===== config.mk =====
export PLATFORM = sky130hd
export DESIGN_NAME = seqdet_dual
export DESIGN_NICKNAME = d
export VERILOG_FILES = /design/src/rtl/seqdet_pkg.sv /design/src/rtl/seqdet_next.sv /design/src/rtl/seqdet_state_reg.sv /design/src/rtl/seqdet_dual.sv
export SDC_FILE = /design/constraint.sdc
export NUM_CORES = 1
export LEC_CHECK = 0
export BUFFER_PORTS_ARGS = -buffer_cell sky130_fd_sc_hd__buf_2
export CAP_MARGIN = 20
export CORE_AREA = 2 2 39 41
export CTS_BUF_LIST = sky130_fd_sc_hd__clkbuf_16
export DETAILED_ROUTE_END_ITERATION = 16
export DIE_AREA = 0 0 41 43
export REMOVE_ABC_BUFFERS = 1
export SYNTH_ARGS = -nofsm -noshare
export SYNTH_HDL_FRONTEND = slang
export SYNTH_HIERARCHICAL = 1
export SYNTH_SLANG_ARGS = --single-unit

===== constraint.sdc =====
create_clock -name clk -period 1.5 [get_ports clk]
set_input_delay 0.15 -clock clk [delete_from_list [all_inputs] [get_ports clk]]
set_output_delay 0.15 -clock clk [all_outputs]
set_load 0.05 [all_outputs]

===== src/rtl/seqdet_pkg.sv =====
package seqdet_pkg;
  localparam int PAT_LEN = 4;
  localparam logic [PAT_LEN-1:0] PAT_A = 4'b1100;
  localparam logic [PAT_LEN-1:0] PAT_B = 4'b1011;

  // Each state names the longest tail of the accepted history
  // that is also a head of one of the two patterns.
  typedef enum logic [2:0] {
    ST_IDLE = 3'd0,
    ST_1    = 3'd1,
    ST_11   = 3'd2,
    ST_110  = 3'd3,
    ST_10   = 3'd4,
    ST_101  = 3'd5
  } seq_state_e;
endpackage


===== src/rtl/seqdet_next.sv =====
module seqdet_next
  import seqdet_pkg::*;
(
  input  seq_state_e cur,
  input  logic       in_bit,
  output seq_state_e nxt,
  output logic       hit
);
  always_comb begin
    nxt = ST_IDLE;
    hit = 1'b0;
    unique case (cur)
      ST_IDLE: nxt = in_bit ? ST_1 : ST_IDLE;
      ST_1:    nxt = in_bit ? ST_11 : ST_10;
      ST_11:   nxt = in_bit ? ST_11 : ST_110;
      ST_110: begin
        if (in_bit) begin
          nxt = ST_101;          // 1101 -> tail 101
        end else begin
          nxt = ST_IDLE;         // 1100 complete
          hit = 1'b1;
        end
      end
      ST_10:   nxt = in_bit ? ST_101 : ST_IDLE;
      ST_101: begin
        if (in_bit) begin
          nxt = ST_11;           // 1011 complete, tail 11 kept
          hit = 1'b1;
        end else begin
          nxt = ST_10;           // 1010 -> tail 10
        end
      end
      default: nxt = ST_IDLE;
    endcase
  end
endmodule


===== src/rtl/seqdet_state_reg.sv =====
module seqdet_state_reg
  import seqdet_pkg::*;
(
  input  logic       clk,
  input  logic       rst,
  input  logic       load,
  input  seq_state_e nxt,
  output seq_state_e cur
);
  always_ff @(posedge clk) begin
    if (rst)       cur <= ST_IDLE;
    else if (load) cur <= nxt;
  end
endmodule


===== src/rtl/seqdet_dual.sv =====
module seqdet_dual
  import seqdet_pkg::*;
(
  input  logic clk,
  input  logic rst,
  input  logic in_valid,
  input  logic in_bit,
  output logic detect
);
  seq_state_e cur_st;
  seq_state_e nxt_st;
  logic       raw_hit;

  seqdet_next u_next (
    .cur    (cur_st),
    .in_bit (in_bit),
    .nxt    (nxt_st),
    .hit    (raw_hit)
  );

  seqdet_state_reg u_reg (
    .clk  (clk),
    .rst  (rst),
    .load (in_valid),
    .nxt  (nxt_st),
    .cur  (cur_st)
  );

  assign detect = raw_hit & in_valid & ~rst;

  // Checking only: accepted-bit count since reset, saturating at PAT_LEN-1.
  logic [1:0] seen_q;
  always_ff @(posedge clk) begin
    if (rst) seen_q <= '0;
    else if (in_valid && seen_q != 2'(PAT_LEN-1)) seen_q <= seen_q + 2'd1;
  end

  assert_reset_idle_R1: assert property (@(posedge clk)
    rst |=> (cur_st == ST_IDLE));

  assert_after_a_idle_R2: assert property (@(posedge clk) disable iff (rst)
    (detect && !in_bit) |=> (cur_st == ST_IDLE));

  assert_after_b_keeps_11_R5: assert property (@(posedge clk) disable iff (rst)
    (detect && in_bit) |=> (cur_st == ST_11));

  assert_no_early_hit_R7: assert property (@(posedge clk) disable iff (rst)
    detect |-> (seen_q == 2'(PAT_LEN-1)));

  assert_bubble_holds_R8: assert property (@(posedge clk) disable iff (rst)
    !in_valid |=> $stable(cur_st));

  assert_ones_stay_R6: assert property (@(posedge clk) disable iff (rst)
    (cur_st == ST_11 && in_valid && in_bit) |=> (cur_st == ST_11));
endmodule


---- Yosys cells after proc, flatten, opt, wreduce, memory -nomap -nowiden ----
Cells that the tools add are included.
storage, ports and cells
  input port bits ......................... 4
  output and inout port bits .............. 1
  RAM bits ................................ 0
  bits in read-only memories .............. 0
  memories kept ........................... 0
  flip-flop bits (word level) ............. 3
  bits in latches ......................... 0
  word-level logic and storage cells ...... 20
operators by class
  muxes and demuxes ....................... 8
  bitwise gates (word level) .............. 3
  reductions and logical operators ........ 3
  equal/unequal tests ..................... 5
  magnitude comparators ................... 0
  shifts and indexed selects .............. 0
  multiply operators ...................... 0
  divide/modulo/power cells ............... 0
  add/sub/neg operators ................... 0
operator list
  cell                                                 count
  case mux 3 bit (4 select lines)                      1
  equality test 3 x 2 -> 1 bit, second input constant  2
  equality test 3 bit, second input constant           2
  two-way mux 3 bit                                    2
  two-way mux 1 bit                                    4
  OR reduction 2 bit                                   2
  equality test 3 x 1 -> 1 bit, second input constant  1
  logical NOT 3 bit                                    1
  AND 1 bit                                            2
  case mux 1 bit (2 select lines)                      1
  NOT 1 bit                                            1

---- Depth between registers and ports, before layout ----
Gate-level depths: netlist of run 1.
  depth in word-level cells ............... 4
  depth in mapped cells ................... 4
  mapped depth without buffers ............ 4

---- Hierarchy ----
Netlist of run 1, hierarchy kept.
modules (own cells, without submodules)
  module            area each (um^2)  sequential area each (um^2)  instances  cells an instance
  seqdet_state_reg  101.3             60.1                         1          9
  seqdet_next       100.1             0.0                          1          12
  seqdet_dual       8.8               0.0                          1          1

---- Worst setup path before layout of run 1 ----
OpenSTA, ideal clock, no wires.
  path type ............................... register to output
  start ................................... register u_reg.cur[1]
  end ..................................... output port detect
  data required time ...................... 1350 ps
  arrival ................................. 1322 ps
  buffers on the path ..................... 0
  path slack .............................. 28 ps
  cell stages (with the launch flop) ...... 4
  path through ............................ dfxtp_1 -> or3b_1 -> a21boi_1 -> and3b_1
between the ends
  longest elaborated chain between the ends .. 4
  elaborated cells on any way between the ends .. 5
  classes of those cells .................. eq/ne (2); mux (1); bitwise (2)
ends and longest elaborated chain
  item                                                                        RTL line                text
  from (decl)                                                                 seqdet_state_reg.sv:8   output seq_state_e cur
  from (signal assigned)                                                      seqdet_state_reg.sv:12  else if (load) cur <= nxt;
  equality test 3 bit / equality test 3 x 2 -> 1 bit (equally long branches)  seqdet_next.sv:12       unique case (cur)
  case mux 1 bit (2 select lines) *                                           seqdet_next.sv:12
  named net raw_hit                                                           seqdet_dual.sv:12       logic raw_hit;
  AND 1 bit * (2 in a row)                                                    seqdet_dual.sv:29       assign detect = raw_hit & in_valid & ~rst;
  to (decl)                                                                   seqdet_dual.sv:8        output logic detect
Mark *: on every way through the listed nets, which the timed path passes. The rest lies on a longest branch.

---- Final worst setup path of run 1 ----
Same ends and word-level chain as after synthesis.

==> results of run 1 <==
[stage by stage]
stage	cell area (um2)	setup TNS (ps)	instances
floorplan	210	0	22
global placement	265	0	44
detailed placement	265	0	44
CTS	350	0	48
global route	352	-10.0	48
finish	352	0	48
[power breakdown]
part | switching, mW | leakage, nW | internal [mW]
combinational | 0.0142 | 0.0995 | 0.0172
sequential | 0.00397 | 0.0249 | 0.0840
clock | 0.0746 | 0.0423 | 0.344
total | 0.0927 | 0.167 | 0.445
[kinds of logic after synthesis]
family | after synthesis | synth area share
AND/OR/NAND/NOR | 10 | 0.369
flip-flops | 3 | 0.286
multiplexers | 3 | 0.143
buffers and inverters | 1 | 0.0178
AO/OA/AOI/OAI | 5 | 0.185
[metal layers]
metal  wire length (um)  vias up  GRT usage
met5                  0        -          0
met4                 35        0      0.120
met3                 24        4     0.0314
met2                200        6     0.0844
met1                209       89     0.0994
li1                   -      104          -
[worst paths after layout]
kind	startpoint	to	depth (start not counted)
worst max register to register	u_reg/cur[1]	u_reg/cur[2]	5
worst max-delay path	u_reg/cur[1]	detect	4
worst min register to register	u_reg/cur[2]	u_reg/cur[2]	3
worst min-delay path	rst	u_reg/cur[1]	2
[synthesized netlist by cell type]
cell type,number,share of area
nor3b_2,1,0.060
and4bb_1,1,0.060
o22a_1,1,0.042
mux2i_1,3,0.14
a31o_1,1,0.042
nor3b_1,1,0.036
dfxtp_1,3,0.29
inv_1,1,0.018
nand3b_1,1,0.036
or3b_1,1,0.042
a21boi_1,1,0.036
nor2_1,3,0.054
and3b_1,2,0.083
o21ai_0,1,0.024
a211o_1,1,0.042
[cell type report]
| type | instances | area (um2) | share of cell area |
|---|---|---|---|
| tap | 16 | 20.0 | 0.0569 |
| clock buffer | 3 | 75.1 | 0.214 |
| multi-input combinational | 18 | 146 | 0.416 |
| timing repair buffer | 6 | 41.3 | 0.117 |
| sequential | 3 | 61.3 | 0.174 |
| inverter | 1 | 3.75 | 0.0107 |
| clock inverter | 1 | 3.75 | 0.0107 |
[repair_timing]
item / in CTS / in global routing
resized for setup: 2 / 1
setup buffers: 0 / 0
endpoints found under the setup margin: 1 / 1
pin swaps: 0 / 1
==> results by group, run 1 <==
Routing
  • Routed Antenna Nets: 0
  • Final WL: 468 um
  • Via-to-Cell Ratio: 4.23
  • Router iterations before antenna repair: 2
  • Wire length per cell: 9.75 um
  • Residual DRC count: 0
  • DR vias: 203
  • 1st-iter DRT viols: 1

Setup path
  • CP arrival: 1300 ps
  • R2r setup slk: 270 ps
  • Max incr delay on CP: 330 ps
  • Cell family with most CP delay: simple AND/OR/NAND/NOR gates
  • Slowest-stage cell, CP: or3b_1
  • CP endpoint kind: primary output
  • Critical Path Source Type: flop
  • Worst path bufs/invs: 1
  • Worst Path Required: 1350 ps
  • Crit path kind: reg2out
  • Worst Path Max Fanout: 2
  • CP Cell Sequence: or3b_1, a21boi_1, and3b_1, buf_6

Timing
  • Slew Limit Fails: 0
  • # setup viols final: 0
  • Fin crit period: 1450 ps
  • Final hold viol count: 0
  • Unrepaired setup endpoints after global routing: true
  • Worst Max-Slew Pin Slew: ~230 ps
  • Period utilization: 0.970
  • Highest Clock Rate: 688 MHz
  • Clk_skew: between 0.5 and 0.6 ps
  • Normalized max-slew margin: 0.844
  • Hold WS: between 100 and 150 ps
  • Slack of the critical path: 45.6 ps

Global routing
  • GR Overflow Total: 0
  • Number of global-route vias before repair: 177
  • First-pass GRT wire length: 855 um
  • Initial antenna violation count: 0
  • Total track usage: 0.0822
  • Largest net degree at the start of global routing: 9

Worst hold path
  • Type of the tightest min-delay check: in2reg

Final layout
  • Most frequent cells in the layout: clkbuf_16, buf_2, mux2i_1, nor2_1
  • # nets final: 37
  • Max reg flops: 3
  • Share of layout cells above drive strength 1: 0.344
  • Antenna cells: 0
  • Area Growth Syn to Fin: 67.3%
  • Finished Core Util: 0.254
  • Filler cells: 153
  • Most flops, register: u_reg/cur
  • Top flop regs: u_reg/cur (3)

Clock network
  • Reg clk slew, reported paths: 30 ps
  • Clk sinks: 3
  • Num CTS Buffers: 3
  • Post-CTS Hold Buffers: 0
  • Clock latency on the worst-skew pair: 220 ps
  • Clk root buf: clkbuf_16
  • Clk buf depth: 2
  • Maximum level of the CTS H-tree: 1
  • CTS tree: built

Status
  • Outcome: finished clean

Power and ir drop
  • Total power: 538 uW
  • Pleak: 0.167 nW
  • Peak VDD IR: 0.000739 V
  • Power Dens Cells: 1530 mW/mm2

Place
  • I/O Buffers: 4
  • Setup slack at placement: 145 ps
  • Routability cong.: 0.788

Floorplanning
  • Core Area: 0.00138 mm2
  • Row cnt: 14
  • I/O pin cnt: 5
  • Die W: 41 um
  • Die area: about 0.0018 mm2
  • Initial Util: 0.152
  • Die height: around 43 um

Yosys
  • Syn Inst Count: 22
  • Sequential share of the synthesized area: 0.286
  • Warnings, synthesis: 6
  • Yosys cell types: 15
  • Post-Synthesis Cell Area: between 200 and 250 um2
  • Yosys reg bits: 3
  • Mean area per synthesized cell: 9.55 um2

Run
  • Max Cap Viol: 0
(Power assumes the default switching activity.)
==> run 2, diff against run 1 <==
--- a/config.mk
+++ b/config.mk
@@ -7,10 +7,13 @@
 export LEC_CHECK = 0
 export BUFFER_PORTS_ARGS = -buffer_cell sky130_fd_sc_hd__buf_2
 export CAP_MARGIN = 20
+export CELL_PAD_IN_SITES_DETAIL_PLACEMENT = 1
+export CELL_PAD_IN_SITES_GLOBAL_PLACEMENT = 2
 export CORE_AREA = 2 2 39 41
 export CTS_BUF_LIST = sky130_fd_sc_hd__clkbuf_16
 export DETAILED_ROUTE_END_ITERATION = 16
 export DIE_AREA = 0 0 41 43
+export PLACE_DENSITY_LB_ADDON = 0.1
 export REMOVE_ABC_BUFFERS = 1
 export SYNTH_ARGS = -nofsm -noshare
 export SYNTH_HDL_FRONTEND = slang
==> constraint.sdc (replaced) <==
create_clock -name clk -period 1.62 [get_ports clk]
set_input_delay 0.162 -clock clk [delete_from_list [all_inputs] [get_ports clk]]
set_output_delay 0.162 -clock clk [all_outputs]
set_load 0.05 [all_outputs]
==> run 2 against run 1 <==
Against the previous run:
- clock power down 7.4%
- critical path depth is the same
- sequential share of layout area decreased by 0.11 points
- utilization is 0.36 points lower
- critical path type unchanged
- clock skew down 0.54 ps
==> results by group, run 2 (synthesized netlist as in run 1, its figures left out) <==
Status
  • Outcome: finished clean

Setup path
  • R2r endpoint: u_reg/cur[2]
  • R2r setup slk: approximately 400 ps
  • R2R Path Start: u_reg/cur[1]
  • Crit path kind: reg2out
  • R2r worst-path depth: 5
  • Worst Setup SP: u_reg/cur[1]
  • Worst Path Required: between 1000 and 1500 ps
  • CP endpoint kind: primary output
  • CP Cell Sequence: or3b_1, a21boi_1, and3b_1, clkbuf_4
  • CP arrival: 1410 ps
  • Critical Path Source Type: flop
  • End of the critical path: detect
  • Slowest-stage cell, CP: or3b_1
  • Max incr delay on CP: 350 ps
  • Worst Path Max Fanout: 2

Final layout
  • Final instance area: 347 um2
  • # nets final: 37
  • Area Growth Syn to Fin: 64.9%
  • Max reg flops: 3
  • FF/Latch Area: 60.1 um2
  • Most flops, register: u_reg/cur
  • Top flop regs: u_reg/cur (3)
  • Most frequent cells in the layout: clkbuf_16, buf_2, mux2i_1, nor2_1, dfxtp_1
  • Antenna cells: 0
  • Multi-input gate area: between 100 and 150 um2
  • Filler cells: 165
  • Share of layout cells above drive strength 1: 0.313

Power and ir drop
  • Pleak: 0.165 nW
  • Net Sw Power: between 80 and 90 uW
  • Peak VDD IR: approximately 0.00068 V
  • Combinational Power Share: 0.058
  • Flop pwr share: 0.164
  • Sw Share: 0.172
  • Clock power share: 0.778
  • Internal power: 412 uW
  • Power Dens Cells: between 1000 and 1500 mW/mm2

Global routing
  • Met3 Resource Use GR: 0.0471
  • First-pass GRT wire length: 772 um
  • Met1 usage: 0.0769
  • Largest net degree at the start of global routing: 9
  • Total track usage: 0.0722
  • Number of global-route vias before repair: 194
  • Initial antenna violation count: 0
  • GR Util met2: 0.0844
  • GR Overflow Total: 0
  • GR peak layer: met2

Floorplanning
  • Die height: 43 um
  • Die area: 0.00176 mm2
  • Core Area: approximately 0.0014 mm2
  • I/O pin cnt: 5
  • Row cnt: 14
  • Initial Util: 0.152
  • Die W: 41 um

Routing
  • Final WL: 476 um
  • Routed Antenna Nets: 0
  • Via-to-Cell Ratio: 4.35
  • Wire length per cell: about 10 um
  • Router iterations before antenna repair: 1
  • 1st-iter DRT viols: 0
  • Residual DRC count: 0
  • DR vias: 209

Timing
  • Setup TNS: 0 ps
  • Fin crit period: 1570 ps
  • Highest Clock Rate: 635 MHz
  • Slack of the critical path: around 46 ps
  • Normalized max-slew margin: 0.837
  • Clk_skew: 0.0364 ps
  • Worst Max-Slew Pin Slew: 244 ps
  • Final hold viol count: 0
  • # setup viols final: 0
  • Slew Limit Fails: 0
  • Period utilization: 0.972
  • Unrepaired setup endpoints after global routing: false

Clock network
  • Post-CTS Hold Buffers: 0
  • Clk buf depth: 2
  • Clk root buf: clkbuf_16
  • Reg clk slew, reported paths: roughly 30 ps
  • Maximum level of the CTS H-tree: 1
  • CTS tree: built
  • Clk sinks: 3
  • Num CTS Buffers: 3
  • Clock latency on the worst-skew pair: between 200 and 250 ps

Place
  • Post-DP Area: 265 um2
  • Routability cong.: 0.641
  • I/O Buffers: 4
  • Setup slack at placement: between 200 and 250 ps

Worst hold path
  • Type of the tightest min-delay check: in2reg

Run
  • Max Cap Viol: 0
## run 2: cell types whose count changed in the layout (fill, tap and decap cells not counted)
cell      previous run  this run
clkbuf_4             0         1
dfxtp_2              1         0
dfxtp_1              2         3
buf_6                1         0
## run 2: how the worst min path moves through the flow
stage,from,endpoint,slack (ps),cells past startpoint
2_1_floorplan,rst,u_reg/cur[0],230,1
6_report,rst,u_reg/cur[1],140,2
3_3_place_gp,rst,u_reg/cur[2],370,2
5_1_grt,rst,u_reg/cur[1],150,2
4_1_cts,rst,u_reg/cur[0],140,2
3_5_place_dp,rst,u_reg/cur[0],370,2
## run 2: per-layer routing
| metal | part of all wire | vias up | wire [um] |
|---|---|---|---|
| li1 | - | 103 | - |
| met1 | 0.45 | 98 | 213 |
| met2 | 0.46 | 6 | 218 |
| met3 | 0.048 | 2 | 23 |
| met4 | 0.044 | 0 | 21 |
| met5 | 0 | - | 0 |
## run 2: final cells by class
class	instances	area share
flip-flops and latches	3	0.173
multi-input cells	18	0.422
inverters	1	0.0108
repair buffers	6	0.108
clock inverters	1	0.0108
clock buffers	3	0.217
well taps	16	0.0578
## run 2: what timing repair did
action / 4_1_cts / 5_1_grt
buffers inserted: 0 / 0
gates resized for setup: 0 / 1
setup endpoints to repair: 0 / 1
## run 2: through the flow
step | power (mW) | instances | util | hold slack (ps)
6_report | 0.497 | 48 | 0.250 | 137
5_1_grt | 0.515 | 48 | 0.250 | 151
4_1_cts | 0.503 | 48 | 0.249 | 139
3_5_place_dp | 0.112 | 44 | 0.192 | 373
3_3_place_gp | 0.112 | 44 | 0.192 | 373
2_1_floorplan | 0.0980 | 22 | - | 234
## run 2: worst max-delay path: cells and delay by family (launching register included)
family	cells	cell delay [ps]
AO/OA/AOI/OAI	1	140
buffers and inverters	1	220
flip-flops	1	320
AND/OR/NAND/NOR	2	510
## run 2: power by group through the flow
stage / Combinational, mW / Sequential, mW / Clock, mW
finish: 0.0289 / 0.0816 / 0.387
global route: 0.0318 / 0.0821 / 0.401
CTS: 0.0293 / 0.0819 / 0.392
detailed placement: 0.0292 / 0.0828 / 0
global placement: 0.0293 / 0.0827 / 0
floorplan: 0.0153 / 0.0827 / 0
==> run 3, diff against run 2 <==
--- a/config.mk
+++ b/config.mk
@@ -5,6 +5,7 @@
 export SDC_FILE = /design/constraint.sdc
 export NUM_CORES = 1
 export LEC_CHECK = 0
+export ABC_AREA = 1
 export BUFFER_PORTS_ARGS = -buffer_cell sky130_fd_sc_hd__buf_2
 export CAP_MARGIN = 20
 export CELL_PAD_IN_SITES_DETAIL_PLACEMENT = 1
@@ -19,3 +20,4 @@
 export SYNTH_HDL_FRONTEND = slang
 export SYNTH_HIERARCHICAL = 1
 export SYNTH_SLANG_ARGS = --single-unit
+export TNS_END_PERCENT = 5
==> run 3 against run 2 <==
Against the previous run:
- cell area grew 2.2%
- first-iteration DRC count up 2
- via count rose by 32%
- global-route usage rose by 3.1 points
- maximum frequency is 6.2% higher
- synthesized cell count grew 91%
- largest power group unchanged
- die area unchanged
- cell count grew 40%
- total power up 5.5%
==> results by group, run 3 <==
Status
  • Outcome: finished clean

Timing
  • Setup TNS: 0 ps
  • Fin crit period: around 1500 ps
  • Period utilization: 0.915
  • Final hold viol count: 0
  • Clk_skew: around 0.14 ps
  • # setup viols final: 0
  • Slew Limit Fails: 0
  • Worst Max-Slew Pin Slew: 189 ps
  • Unrepaired setup endpoints after global routing: false
  • Normalized max-slew margin: 0.874
  • Highest Clock Rate: 675 MHz

Yosys
  • Synth top cells by count: nand2_1, inv_1, nor2_1, nand3_1, dfxtp_1
  • Post-synth top flop: dfxtp_1
  • Yosys reg bits: 3
  • Post-Synthesis Cell Area: ~220 um2
  • Largest cells by area after synthesis: dfxtp_1, nand2_1, inv_1, nor2_1, nand3_1
  • Fraction of registers with async set/reset: 0
  • Number of flops mapped to enable cells by yosys: 0
  • Post-synth top area cell: dfxtp_1
  • Mean area per synthesized cell: 5.33 um2
  • Yosys cell types: 9
  • Yosys top cell area share: 0.268
  • Syn Inst Count: 42
  • Count leader, synth: nand2_1
  • Warnings, synthesis: 6
  • Sequential share of the synthesized area: 0.268

Final layout
  • Filler cells: 177
  • Finished Core Util: 0.256
  • Share of layout cells above drive strength 1: 0.255
  • Most common cell after layout, fill and taps aside: nand2_1
  • Max reg flops: 3
  • # nets final: 56
  • Area Growth Syn to Fin: 58.1%
  • Most flops, register: u_reg/cur
  • Top flop regs: u_reg/cur (3)
  • Most frequent cells in the layout: nand2_1, inv_1, nor2_1
  • Antenna cells: 0

Floorplanning
  • Die W: 41 um
  • Core Area: 0.00138 mm2
  • Die height: 43 um
  • Row cnt: 14
  • Die area: roughly 0.0018 mm2
  • I/O pin cnt: 5
  • Initial Util: 0.162

Setup path
  • Crit path kind: reg2out
  • Top cell by count, worst path: nor2_2
  • CP endpoint kind: primary output
  • R2r worst-path depth: 10
  • Cell family with most CP delay: simple AND/OR/NAND/NOR gates
  • Cell count along the critical path: 7
  • CP Cell Sequence: inv_1, nor2_2, nand3_1, o21ai_2, nand2_1, nor2_2, clkbuf_4
  • Worst Path Max Fanout: 5
  • Slowest-stage cell, CP: dfxtp_2
  • Worst Path Required: 1460 ps
  • Worst path bufs/invs: 2
  • CP arrival: 1320 ps
  • Max incr delay on CP: 350 ps
  • Critical Path Source Type: flop

Global routing
  • Largest net degree at the start of global routing: 8
  • Number of global-route vias before repair: 297
  • GR Overflow Total: 0
  • Initial antenna violation count: 0
  • Total track usage: 0.103
  • First-pass GRT wire length: approximately 1.1 mm

Clock network
  • Maximum level of the CTS H-tree: 1
  • Clk buf depth: 2
  • Reg clk slew, reported paths: 30 ps
  • Num CTS Buffers: 3
  • Clk root buf: clkbuf_16
  • Clock latency on the worst-skew pair: 220 ps
  • CTS tree: built
  • Post-CTS Hold Buffers: 0
  • Clk sinks: 3

Routing
  • Residual DRC count: 0
  • Routed Antenna Nets: 0
  • Via-to-Cell Ratio: 4.10
  • Wire length per cell: 9.94 um
  • Final WL: ~670 um
  • DR vias: 275
  • 1st-iter DRT viols: 2
  • Router iterations before antenna repair: 4

Run
  • Max Cap Viol: 0

Worst hold path
  • Hold path cells: 4
  • Type of the tightest min-delay check: in2reg

Power and ir drop
  • Pleak: 0.185 nW
  • Peak VDD IR: approximately 0.00065 V
  • Power Dens Cells: roughly 1500 mW/mm2

Place
  • Post-DP HPWL: 519 um
  • Routability cong.: between 0.6 and 0.7
  • I/O Buffers: 4
-- run 3: changes by cell type after synthesis, moves of 2 or more --
cell and delta:
and3b_1 -2, inv_1 +6, mux2i_1 -3, nand2_1 +15, nand3_1 +5, nor2_1 +4, nor2_2 +2
-- run 3: through the flow --
step / setup slack [ps] / hold slack (ps) / cell area (um2) / cells / power (mW)
2_1_floorplan: 294 / 291 / 224 / 42 / 0.118
3_3_place_gp: 277 / 460 / 272 / 63 / 0.135
3_5_place_dp: 246 / 480 / 272 / 63 / 0.137
4_1_cts: 3.02 / 251 / 350 / 67 / 0.533
5_1_grt: 2.60 / 263 / 354 / 67 / 0.554
6_report: 138 / 240 / 354 / 67 / 0.525
-- run 3: worst register-to-register path, delay by kind of cell (launching register included) --
family / cells / cell delay [ps]
buffers and inverters: 2 / 210
DFF: 1 / 400
and+or+nand+nor: 8 / 360
-- run 3: logic make-up (layout without fill, tap and decap cells) --
family	count (synthesis)	in the layout	synth area share
AOI/OAI and AO/OA	2	2	0.0614
and+or+nand+nor	29	29	0.536
DFF	3	3	0.268
buffers and inverters	8	17	0.134
-- run 3: final cells by class --
type	count	area [um2]	share of cell area
multi-input combinational	31	134	0.378
sequential	3	61.3	0.173
inverter	8	30.0	0.0848
clock inverter	1	3.75	0.0106
clock buffer	3	75.1	0.212
tap	16	20.0	0.0565
timing repair buffer	5	30.0	0.0848
-- run 3: where the power goes --
group          leakage [nW]  switching, mW  total (mW)  internal, mW
Combinational         0.118         0.0294      0.0479        0.0185
Sequential           0.0252        0.00719      0.0875        0.0803
Clock                0.0423         0.0708       0.389         0.319
Total                 0.185          0.107       0.525         0.417
-- run 3: worst paths after layout --
| check | from | to | slack, ps |
|---|---|---|---|
| setup / recovery | u_reg/cur[1] | detect | 140 |
| setup reg to reg | u_reg/cur[0] | u_reg/cur[2] | 540 |
| hold / removal | rst | u_reg/cur[2] | 240 |
| hold reg to reg | u_reg/cur[1] | u_reg/cur[1] | 530 |
-- run 3: what timing repair did --
item	CTS	global route
setup endpoints to repair	0	1
buffers inserted	0	0
gates resized for setup	0	2
-- run 3: routing by layer --
metal,wire length [um],vias up,global-route usage
li1,-,142,-
met1,239,123,0.0892
met2,362,7,0.156
met3,33,3,0.0366
met4,31,0,0.120
met5,0,-,0
